--- config.mk ---
export PLATFORM = sky130hd
export DESIGN_NAME = rtc_stat_irq
export DESIGN_NICKNAME = d
export VERILOG_FILES = /design/src/rtl/rtc_stat_pkg.sv /design/src/rtl/rtc_sec_accum.sv /design/src/rtl/rtc_periodic.sv /design/src/rtl/rtc_alarm_cmp.sv /design/src/rtl/rtc_stat_irq.sv
export SDC_FILE = /design/constraint.sdc
export NUM_CORES = 1
export LEC_CHECK = 0
export CORE_AREA = 2 2 139 128
export CTS_CLUSTER_DIAMETER = 120
export CTS_CLUSTER_SIZE = 20
export DETAILED_ROUTE_END_ITERATION = 16
export DIE_AREA = 0 0 141 130
export DONT_BUFFER_PORTS = 1
export PLACE_DENSITY = 0.8
export SYNTH_ARGS = -nofsm -noshare
export SYNTH_HDL_FRONTEND = slang
export SYNTH_SLANG_ARGS = --single-unit
--- constraint.sdc ---
create_clock -name clk_i -period 5.49 [get_ports clk_i]
set_clock_uncertainty 0.2 [all_clocks]
set_input_delay 0.2745 -clock clk_i [delete_from_list [all_inputs] [get_ports clk_i]]
set_output_delay 0.2745 -clock clk_i [all_outputs]
set_load 0.05 [all_outputs]
--- src/rtl/rtc_stat_pkg.sv ---
package rtc_stat_pkg;
  localparam logic [6:0] IDX_SEC      = 7'h00;
  localparam logic [6:0] IDX_SEC_ALM  = 7'h01;
  localparam logic [6:0] IDX_MIN      = 7'h02;
  localparam logic [6:0] IDX_MIN_ALM  = 7'h03;
  localparam logic [6:0] IDX_HOUR     = 7'h04;
  localparam logic [6:0] IDX_HOUR_ALM = 7'h05;
  localparam logic [6:0] IDX_CTL_A    = 7'h0A;
  localparam logic [6:0] IDX_CTL_B    = 7'h0B;
  localparam logic [6:0] IDX_FLAGS    = 7'h0C;
  localparam logic [6:0] IDX_VALID    = 7'h0D;

  localparam logic [6:0] CTL_A_RST = 7'h26;
  localparam logic [7:0] CTL_B_RST = 8'h06;
  localparam logic [7:0] VALID_VAL = 8'h80;

  typedef struct packed {
    logic set_blk;
    logic per_en;
    logic alm_en;
    logic upd_en;
    logic sqw;
    logic bcd;
    logic h24;
    logic dst;
  } ctl_b_t;
endpackage

--- src/rtl/rtc_sec_accum.sv ---
module rtc_sec_accum #(
  parameter int US_W   = 20,
  parameter int ACC_W  = 32,
  parameter int SEC_US = 1000000
) (
  input  logic            clk_i,
  input  logic            rst_ni,
  input  logic            tick_i,
  input  logic [US_W-1:0] tick_us_i,
  input  logic            block_i,
  output logic            strobe_o
);
  localparam logic [ACC_W-1:0] SEC_LIM = ACC_W'(SEC_US);

  logic [ACC_W-1:0] acc_q, sum;
  logic             over, strobe_q;

  assign sum  = acc_q + {{(ACC_W-US_W){1'b0}}, tick_us_i};
  assign over = sum > SEC_LIM;

  always_ff @(posedge clk_i or negedge rst_ni) begin
    if (!rst_ni) begin
      acc_q    <= '0;
      strobe_q <= 1'b0;
    end else begin
      if (tick_i) acc_q <= over ? sum - SEC_LIM : sum;
      strobe_q <= tick_i && over && !block_i;
    end
  end

  assign strobe_o = strobe_q;

  assert_strobe_after_tick_R4: assert property (@(posedge clk_i) disable iff (!rst_ni)
    strobe_o |-> $past(tick_i));
  assert_strobe_single_R4: assert property (@(posedge clk_i) disable iff (!rst_ni)
    strobe_o |-> !$past(block_i));
endmodule

--- src/rtl/rtc_periodic.sv ---
module rtc_periodic #(
  parameter int US_W    = 20,
  parameter int ACC_W   = 32,
  parameter int SEC_US  = 1000000,
  parameter int BASE_HZ = 65536,
  parameter int RATE_W  = 4
) (
  input  logic              clk_i,
  input  logic              rst_ni,
  input  logic              tick_i,
  input  logic [US_W-1:0]   tick_us_i,
  input  logic              en_i,
  input  logic [RATE_W-1:0] rate_i,
  output logic              hit_o
);
  localparam int NRATE = 2 ** RATE_W;

  logic [ACC_W-1:0] ivl [NRATE];
  logic [ACC_W-1:0] acc_q, sum, ivl_sel;
  logic             active;

  for (genvar r = 0; r < NRATE; r++) begin : g_ivl
    if (r == 0) begin : g_off
      assign ivl[r] = '0;
    end else begin : g_on
      localparam int unsigned DIV = BASE_HZ >> r;
      localparam int unsigned IVL = (DIV == 0) ? 0 : SEC_US / ((DIV == 0) ? 1 : DIV);
      assign ivl[r] = ACC_W'(IVL);
    end
  end

  assign ivl_sel = ivl[rate_i];
  assign active  = en_i && (ivl_sel != '0);
  assign sum     = acc_q + {{(ACC_W-US_W){1'b0}}, tick_us_i};
  assign hit_o   = tick_i && active && (sum >= ivl_sel);

  always_ff @(posedge clk_i or negedge rst_ni) begin
    if (!rst_ni)      acc_q <= '0;
    else if (!active) acc_q <= '0;
    else if (tick_i)  acc_q <= hit_o ? sum - ivl_sel : sum;
  end

  assert_acc_idle_R5: assert property (@(posedge clk_i) disable iff (!rst_ni)
    !active |=> acc_q == '0);
endmodule

--- src/rtl/rtc_alarm_cmp.sv ---
module rtc_alarm_cmp #(
  parameter int TW = 8
) (
  input  logic          clk_i,
  input  logic          rst_ni,
  input  logic          strobe_i,
  input  logic          en_i,
  input  logic [TW-1:0] sec_i,
  input  logic [TW-1:0] min_i,
  input  logic [TW-1:0] hour_i,
  input  logic [TW-1:0] alm_sec_i,
  input  logic [TW-1:0] alm_min_i,
  input  logic [TW-1:0] alm_hour_i,
  output logic          hit_o
);
  logic chk_q, match;

  // Compare one cycle after the strobe, once the calendar has advanced
  always_ff @(posedge clk_i or negedge rst_ni) begin
    if (!rst_ni) chk_q <= 1'b0;
    else         chk_q <= strobe_i;
  end

  assign match = (sec_i == alm_sec_i) && (min_i == alm_min_i) && (hour_i == alm_hour_i);
  assign hit_o = chk_q && en_i && match;

  assert_alarm_after_strobe_R7: assert property (@(posedge clk_i) disable iff (!rst_ni)
    hit_o |-> $past(strobe_i));
endmodule

--- src/rtl/rtc_stat_irq.sv ---
module rtc_stat_irq
  import rtc_stat_pkg::*;
#(
  parameter int          US_W       = 20,
  parameter int          ACC_W      = 32,
  parameter int          SEC_US     = 1000000,
  parameter int          BASE_HZ    = 65536,
  parameter int          PORT_W     = 16,
  parameter logic [15:0] INDEX_PORT = 16'h0070,
  parameter logic [15:0] DATA_PORT  = 16'h0071
) (
  input  logic              clk_i,
  input  logic              rst_ni,
  input  logic [PORT_W-1:0] io_port_i,
  input  logic              io_wr_i,
  input  logic              io_rd_i,
  input  logic [7:0]        io_wdata_i,
  output logic [7:0]        io_rdata_o,
  input  logic              tick_i,
  input  logic [US_W-1:0]   tick_us_i,
  input  logic [7:0]        sec_i,
  input  logic [7:0]        min_i,
  input  logic [7:0]        hour_i,
  output logic              sec_strobe_o,
  output logic              irq_o
);
  localparam logic [PORT_W-1:0] IDX_P = PORT_W'(INDEX_PORT);
  localparam logic [PORT_W-1:0] DAT_P = PORT_W'(DATA_PORT);

  logic [6:0] idx_q, ctl_a_q;
  ctl_b_t     ctl_b_q;
  logic [7:0] alm_s_q, alm_m_q, alm_h_q, rdata_q, rd_mux, flags_byte;
  logic       pf_q, af_q, uf_q;
  logic       idx_wr, dat_wr, dat_rd, rd_flags;
  logic       per_hit, alm_hit;
  logic       pf_d, af_d, uf_d;

  assign idx_wr   = io_wr_i && (io_port_i == IDX_P);
  assign dat_wr   = io_wr_i && (io_port_i == DAT_P);
  assign dat_rd   = io_rd_i && (io_port_i == DAT_P);
  assign rd_flags = dat_rd && (idx_q == IDX_FLAGS);

  rtc_sec_accum #(.US_W(US_W), .ACC_W(ACC_W), .SEC_US(SEC_US)) i_sec_accum (
    .clk_i, .rst_ni, .tick_i, .tick_us_i,
    .block_i  (ctl_b_q.set_blk),
    .strobe_o (sec_strobe_o)
  );

  rtc_periodic #(.US_W(US_W), .ACC_W(ACC_W), .SEC_US(SEC_US), .BASE_HZ(BASE_HZ), .RATE_W(4))
  i_periodic (
    .clk_i, .rst_ni, .tick_i, .tick_us_i,
    .en_i   (ctl_b_q.per_en),
    .rate_i (ctl_a_q[3:0]),
    .hit_o  (per_hit)
  );

  rtc_alarm_cmp #(.TW(8)) i_alarm (
    .clk_i, .rst_ni,
    .strobe_i   (sec_strobe_o),
    .en_i       (ctl_b_q.alm_en),
    .sec_i, .min_i, .hour_i,
    .alm_sec_i  (alm_s_q),
    .alm_min_i  (alm_m_q),
    .alm_hour_i (alm_h_q),
    .hit_o      (alm_hit)
  );

  // Tick clears and re-evaluates; events beat a same-cycle acknowledge
  assign uf_d = tick_i ? ctl_b_q.upd_en : (uf_q && !rd_flags);
  assign pf_d = tick_i ? per_hit        : (pf_q && !rd_flags);
  assign af_d = alm_hit || (af_q && !tick_i && !rd_flags);

  assign irq_o      = pf_q || af_q || uf_q;
  assign flags_byte = {irq_o, pf_q, af_q, uf_q, 4'b0000};

  always_comb begin
    unique case (idx_q)
      IDX_SEC:      rd_mux = sec_i;
      IDX_SEC_ALM:  rd_mux = alm_s_q;
      IDX_MIN:      rd_mux = min_i;
      IDX_MIN_ALM:  rd_mux = alm_m_q;
      IDX_HOUR:     rd_mux = hour_i;
      IDX_HOUR_ALM: rd_mux = alm_h_q;
      IDX_CTL_A:    rd_mux = {1'b0, ctl_a_q};
      IDX_CTL_B:    rd_mux = ctl_b_q;
      IDX_FLAGS:    rd_mux = flags_byte;
      IDX_VALID:    rd_mux = VALID_VAL;
      default:      rd_mux = 8'h00;
    endcase
  end

  always_ff @(posedge clk_i or negedge rst_ni) begin
    if (!rst_ni) begin
      idx_q   <= '0;
      ctl_a_q <= CTL_A_RST;
      ctl_b_q <= CTL_B_RST;
      alm_s_q <= '0;
      alm_m_q <= '0;
      alm_h_q <= '0;
      rdata_q <= '0;
      pf_q    <= 1'b0;
      af_q    <= 1'b0;
      uf_q    <= 1'b0;
    end else begin
      pf_q <= pf_d;
      af_q <= af_d;
      uf_q <= uf_d;
      if (dat_rd) rdata_q <= rd_mux;
      if (idx_wr) idx_q <= io_wdata_i[6:0];
      if (dat_wr) begin
        case (idx_q)
          IDX_SEC_ALM:  alm_s_q <= io_wdata_i;
          IDX_MIN_ALM:  alm_m_q <= io_wdata_i;
          IDX_HOUR_ALM: alm_h_q <= io_wdata_i;
          IDX_CTL_A:    ctl_a_q <= io_wdata_i[6:0];
          IDX_CTL_B:    ctl_b_q <= io_wdata_i;
          default: ;
        endcase
      end
    end
  end

  assign io_rdata_o = rdata_q;

  assert_ack_clears_R10: assert property (@(posedge clk_i) disable iff (!rst_ni)
    (rd_flags && !tick_i && !alm_hit) |=> !irq_o);
  assert_tick_clears_R8: assert property (@(posedge clk_i) disable iff (!rst_ni)
    (tick_i && !per_hit && !ctl_b_q.upd_en && !alm_hit) |=> !irq_o);
  assert_irq_source_R9: assert property (@(posedge clk_i) disable iff (!rst_ni)
    $rose(irq_o) |-> ($past(tick_i) || $past(alm_hit)));
  assert_flag_wr_ignored_R3: assert property (@(posedge clk_i) disable iff (!rst_ni)
    (dat_wr && idx_q == IDX_FLAGS && !irq_o && !tick_i && !alm_hit) |=> !irq_o);
endmodule

# ---- Yosys cells after proc, flatten, opt, wreduce, memory -nomap -nowiden
# Memories as Yosys holds them, arrays and structs flattened.
# Index checks and enable logic that the tools add are counted.
dict set report word_totals {
  regBits 123
  latchBits 0
  mem_bits_rw 0
  mem_bits_ro 512
  out_inout_bits 10
  wordCells 84
  n_memories 1
}
# name words word_bits read_ports rd_clocked_by_memory_dff wr line
set mem_list {}
lappend mem_list {{(name not given)} 16 32 1 0 0 rtc_periodic.sv:32} ;# assign ivl_sel = ivl[rate_i];
dict set report op_classes {
  add_sub_neg 4
  n_mul 0
  div_mod_pow 0
  n_lt_le_gt_ge 3
  n_eq_ne 15
  shift 0
  muxes 9
  n_bitwise 1
  reduce_logical 30
}
# cell n
set ops {}
lappend ops {{32-bit two-way mux} 6}
lappend ops {{8-bit one-hot mux with 10 select lines} 1}
lappend ops {{32-bit by 20-bit adder with 32-bit output} 2}
lappend ops {{16-bit by 7-bit equality test with 1-bit output, second input constant} 2}
lappend ops {{32-bit >= comparator} 1}
lappend ops {{32-bit by 20-bit greater-than comparator with 1-bit output, second input constant} 1}
lappend ops {{32-bit nonzero test} 1}
lappend ops {{32-bit by 20-bit subtractor with 32-bit output, second input constant} 1}
lappend ops {{32-bit subtractor} 1}
lappend ops {{7-bit by 4-bit equality test with 1-bit output, second input constant} 4}
lappend ops {{8-bit equality test} 3}
lappend ops {{1-bit logical AND} 17}
lappend ops {{7-bit by 2-bit equality test with 1-bit output, second input constant} 2}
lappend ops {{7-bit by 3-bit equality test with 1-bit output, second input constant} 2}
lappend ops {{2-bit AND reduction} 5}
lappend ops {{7-bit by 1-bit equality test with 1-bit output, second input constant} 1}
lappend ops {{7-bit zero test} 1}
lappend ops {{5-bit >= comparator, second input constant} 1}
lappend ops {{4-bit NOT with 5-bit output} 1}
lappend ops {{1-bit zero test} 3}
lappend ops {{1-bit logical OR} 3}
lappend ops {{1-bit two-way mux} 2}
lappend ops {{2-bit != test, second input constant} 1}

# ---- Logic depth before layout (Yosys ltp)
dict set report depth {
  ltp_word 11
  mapped_depth 23
  ltp_nobuf 21
}

# ---- Cells and area by module
# A second synthesis with hierarchy kept.
dict set report unflattened {
  cells_unflattened 1369
  hier_area_um2 11811.3
}
# mod n_inst cells_each area_each_um2
set modules_own_cells {}
lappend modules_own_cells {rtc_periodic 1 600 4633.2}
lappend modules_own_cells {rtc_sec_accum 1 498 3906.2}
lappend modules_own_cells {rtc_stat_irq 1 237 2976.6}
lappend modules_own_cells {rtc_alarm_cmp 1 34 295.3}

# ---- Least setup slack after synthesis
# OpenSTA, ideal clock, no wires.
dict set report synth_timing {
  kind {reg2reg}
  startpoint {reg i_periodic.acc_q[1]}
  endpoint {reg i_periodic.acc_q[23]}
  setup_ns 0.122
  arrival_ns 4.432
  required_time_ns 5.168
  setup_slack_ns 0.736
  stages_incl_launch_ff 20
  cell_sequence {dfrtp_1 ha_1 a211oi_1 o21ai_1 a21o_1 a21oi_1 nor2b_1 a41oi_1 o21bai_1 a21oi_1 xnor2_1 ha_1 nand4_1 o311ai_0 o21a_1 a31oi_1 and3_1 or3_1 mux2_2 mux2i_1}
}
dict set report synth_between {
  elab_chain_len 6
  elab_cells_between_ends 7
  cone_classes {add/sub: 2; order compare: 1; mux: 3; reduce/logical: 1}
}
# element line
set synth_lines {}
lappend synth_lines {{from (decl)} rtc_periodic.sv:19} ;# logic [ACC_W-1:0] acc_q, sum, ivl_sel;
lappend synth_lines {{from (signal assigned)} rtc_periodic.sv:40} ;# else if (tick_i) acc_q <= hit_o ? sum - ivl_sel : sum;
lappend synth_lines {{32-bit by 20-bit adder with 32-bit output (*)} rtc_periodic.sv:34} ;# assign sum = acc_q + {{(ACC_W-US_W){1'b0}}, tick_us_i};
lappend synth_lines {{32-bit >= comparator} rtc_periodic.sv:35} ;# assign hit_o = tick_i && active && (sum >= ivl_sel);
lappend synth_lines {{1-bit logical AND} rtc_periodic.sv:35}
lappend synth_lines {{32-bit two-way mux (*) (2 in a row)} rtc_periodic.sv:40}
lappend synth_lines {{32-bit two-way mux (*)} rtc_periodic.sv:39} ;# else if (!active) acc_q <= '0;
# Mark *: on every way between the ends. The rest lies on a longest branch, timed or not. The select of a mux whose other input is x is not followed.
# A chain may end at the register's enable or synchronous reset.

# ---- Worst setup path after layout
dict set report layout_timing {
  startpoint {reg i_periodic.acc_q[0]}
  endpoint {reg i_periodic.acc_q[20]}
}
# Same word-level chain as after synthesis.

==> impl_metrics.toml <==
[power]
irDropWorstVdd_mv = 0.2166
p_leak_nw = 5.128
power_density_nw_per_um2 = 382.4

[worst_setup_path]
path_class = "reg -> reg"
r2r_end = "i_periodic.acc_q[20]$_DFFE_PN0P_"
timing.critical_path.buf_inv = 0
cp.required_ns = 5.64
r2r_setup_slack_ns = 0.39
cp_slowest_cell = "or4_1"
path_max_fanout = 12
cp-start-kind = "flop"
cp.arrival_ns = 5.24
crit_family = "compound AO/OA/AOI/OAI gates"
crit_chain = "ha_1 > fa_1 > a21o_1 > a21o_1 > a221oi_2 > a21o_1 > a21oi_1 > o21ai_0 > nand2b_1 > a21oi_1 > o21ba_2 > xnor2_1 > ha_1 > and3_1 > o21a_1 > a31oi_2 > and3_4 > nor3b_1 > or4_1 > a21oi_1"
startpoint = "i_periodic.acc_q[0]$_DFFE_PN0P_"
cp_slowest_stage_delay_ns = 0.48
r2r_cells = 20
reg2reg_from = "i_periodic.acc_q[0]$_DFFE_PN0P_"
cp-end-kind = "flop"

[timing]
hold_viol = 0
rsz0062_at_grt = "no"
tightest_slew_ns = 1.323
post-route-period-util_pct = 92.81
min_period_ns = 5.095
fin_setup_tns_ns = 0
drv_slew = 0
maxSlewHeadroom_pct = 11.00
finalSetupViolCount = 0
max_freq_mhz = 196.3

[yosys]
syn_area_per_cell_um2 = 8.667
yosys_warnings = 0
synth_edf_count = 0
syn_inst = 1248
synthArstFlopShare_pct = 100.0
synth_area_um2 = 10820
synth_top_flop_cell = "dfrtp_1"
netlist-cell-type-count = 95
synth_seq_area_share_pct = 28.51
syn_nets = 1389
synth_seq_cells = 123

[drt]
vias = 9826
drtIter0Drc = 640
remaining_drc_errors = 0
post_drt_wl_per_cell_um = 19.68
vias_per_cell = 6.603
drt.antenna.violating_nets = 0
drt-total-wl_mm = 29.28
drt_pass1_iterations = 5

[cells_and_area]
fin_area_um2 = 11910
num-fill-cells = 1369
mostFrequentLayoutCells = "nand2_1 (120), dfrtp_1 (118), a21oi_1 (90), nor2_1 (90), xnor2_1 (82)"
drive_gt1_share_pct = 12.19
syn_to_final_growth_pct = 10.08
fin_nets = 1400
post-route-util_pct = 69.65
multi_input_area_um2 = 7446
layout_commonest_cell = "nand2_1"
regArea_um2 = 3084
diodes = 0

[cts]
root_buffer = "clkbuf_16"
htree_levels = 4
cts_sinks = 123
insertion_delay_ns = 0.43
numCtsBuffers = 17
cts_tree = "built"
clk_pin_slew_worst_paths_ns = 0.06
post_cts_buffers = 0
clock_tree.buffer_depth = 2

[run]
cap_viol_max_count = 0

[die]
initial_utilization_pct = 63.28
core_area_um2 = 17090
die_w_um = 141
fp-row-count = 46
die_h_um = 130
io_pins = 83
die-area_um2 = 18330

[global_routing]
track_usage_pct = 32.01
first_global_vias = 9455
grt.overflow.total = 0
grt_max_degree = 124
antenna_found_initial = 0
grt_pass1_wl_mm = 47.00

[min_path]
hp-class = "in -> reg"
hold_end = "i_sec_accum.acc_q[1]$_DFFE_PN0P_"
min_path_cells = 3
min_from = "tick_us_i[1]"

[place]
postPlaceCellArea_um2 = 10960
port_buffers = 0
gp_congestion = 0.9360
post-dp-hpwl_mm = 20.95

[outcome]
status = "finished clean"
[metrics by stage]
step / setup slack [ns] / hold WS [ns] / power, mW / instances
after floorplan: 0.7360 / -0.2211 / 2.922 / 1248
after global routing: 0.04964 / 0.05422 / 4.842 / 1488
after global placement: 0.4085 / -0.2168 / 3.231 / 1430
final: 0.3950 / 0.03890 / 4.553 / 1488
after CTS: 0.2655 / 0.03022 / 4.526 / 1488
after detailed placement: 0.3363 / -0.2183 / 3.272 / 1430
[layer usage]
| layer | GRT usage [%] | vias up | wire length, um |
|---|---|---|---|
| met5 | 0 | - | 0 |
| met4 | 9.941 | 0 | 648 |
| met3 | 6.092 | 54 | 2134 |
| met2 | 56.04 | 428 | 14050 |
| met1 | 40.57 | 4665 | 12450 |
| li1 | - | 4679 | - |
[kinds of logic after synthesis]
kind of cell	count (synthesis)	share of synthesized area, %
fa+ha+maj	68	8.074
compound gates	364	23.42
mux	75	7.669
xor+xnor	117	9.474
simple gates	425	19.80
buf+inv	76	3.042
flops	123	28.51
[flip-flops by register name (all words and copies together), names as in the netlist]
name	cells
i_periodic.acc_q	32
i_sec_accum.acc_q	32
alm_h_q	8
alm_m_q	8
alm_s_q	8
ctl_b_q	8
io_rdata_o	8
ctl_a_q	7
idx_q	7
af_q	1
i_alarm.chk_q	1
i_sec_accum.strobe_o	1
pf_q	1
uf_q	1
[cell usage after synthesis (all sizes together) (32+ instances only)]
cell / instances / area, um2
a21oi: 94 / 493.0
dfrtp: 118 / 2953
ha: 65 / 813.3
inv: 32 / 120.1
mux2: 60 / 679.4
nand2: 121 / 456.7
nand3: 38 / 195.2
nor2: 92 / 350.3
nor3: 34 / 181.4
o21ai: 72 / 360.4
xnor2: 82 / 718.2
xor2: 35 / 306.5
[area by class of cell]
type                       instances  area share (%)
multi-input combinational       1049           62.54
clock inverter                    14           1.566
inverter                          32           1.009
sequential                       123           25.90
timing repair buffer              36           3.111
tap                              216           2.270
clock buffer                      18           3.604
[where the power goes]
part	switching [mW]	leakage (nW)	internal [mW]	total, mW
Clock	0.456	0.294	0.725	1.18
Sequential	0.114	1.63	1.03	1.15
Combinational	1.30	3.21	0.920	2.22
Total	1.87	5.13	2.68	4.55
[worst max path at each step]
| stage | end | slack (ns) | cells past startpoint |
|---|---|---|---|
| floorplan | i_periodic.acc_q[23]$_DFFE_PN0P_ | 0.74 | 19 |
| global placement | i_periodic.acc_q[20]$_DFFE_PN0P_ | 0.41 | 21 |
| detailed placement | i_periodic.acc_q[20]$_DFFE_PN0P_ | 0.34 | 21 |
| CTS | i_periodic.acc_q[20]$_DFFE_PN0P_ | 0.27 | 21 |
| global route | i_periodic.acc_q[20]$_DFFE_PN0P_ | 0.05 | 21 |
| finish | i_periodic.acc_q[20]$_DFFE_PN0P_ | 0.39 | 20 |
[worst register-to-register path: stages (launching register included)]
cell and delay, ns:
dfrtp_1 0.38, ha_1 0.23, fa_1 0.44, a21o_1 0.20
a21o_1 0.19, a221oi_2 0.37, a21o_1 0.19, a21oi_1 0.07
o21ai_0 0.16, nand2b_1 0.11, a21oi_1 0.18, o21ba_2 0.15
xnor2_1 0.16, ha_1 0.33, and3_1 0.20, o21a_1 0.12
a31oi_2 0.30, and3_4 0.33, nor3b_1 0.08, or4_1 0.48
a21oi_1 0.15
[timing repair]
| action | in CTS | in global routing |
|---|---|---|
| endpoints found under the hold margin | 232 | 0 |
| setup endpoints to repair | 0 | 24 |
| resized for setup | 0 | 8 |
| hold buffers | 26 | 0 |
(Power assumes the default switching activity.)
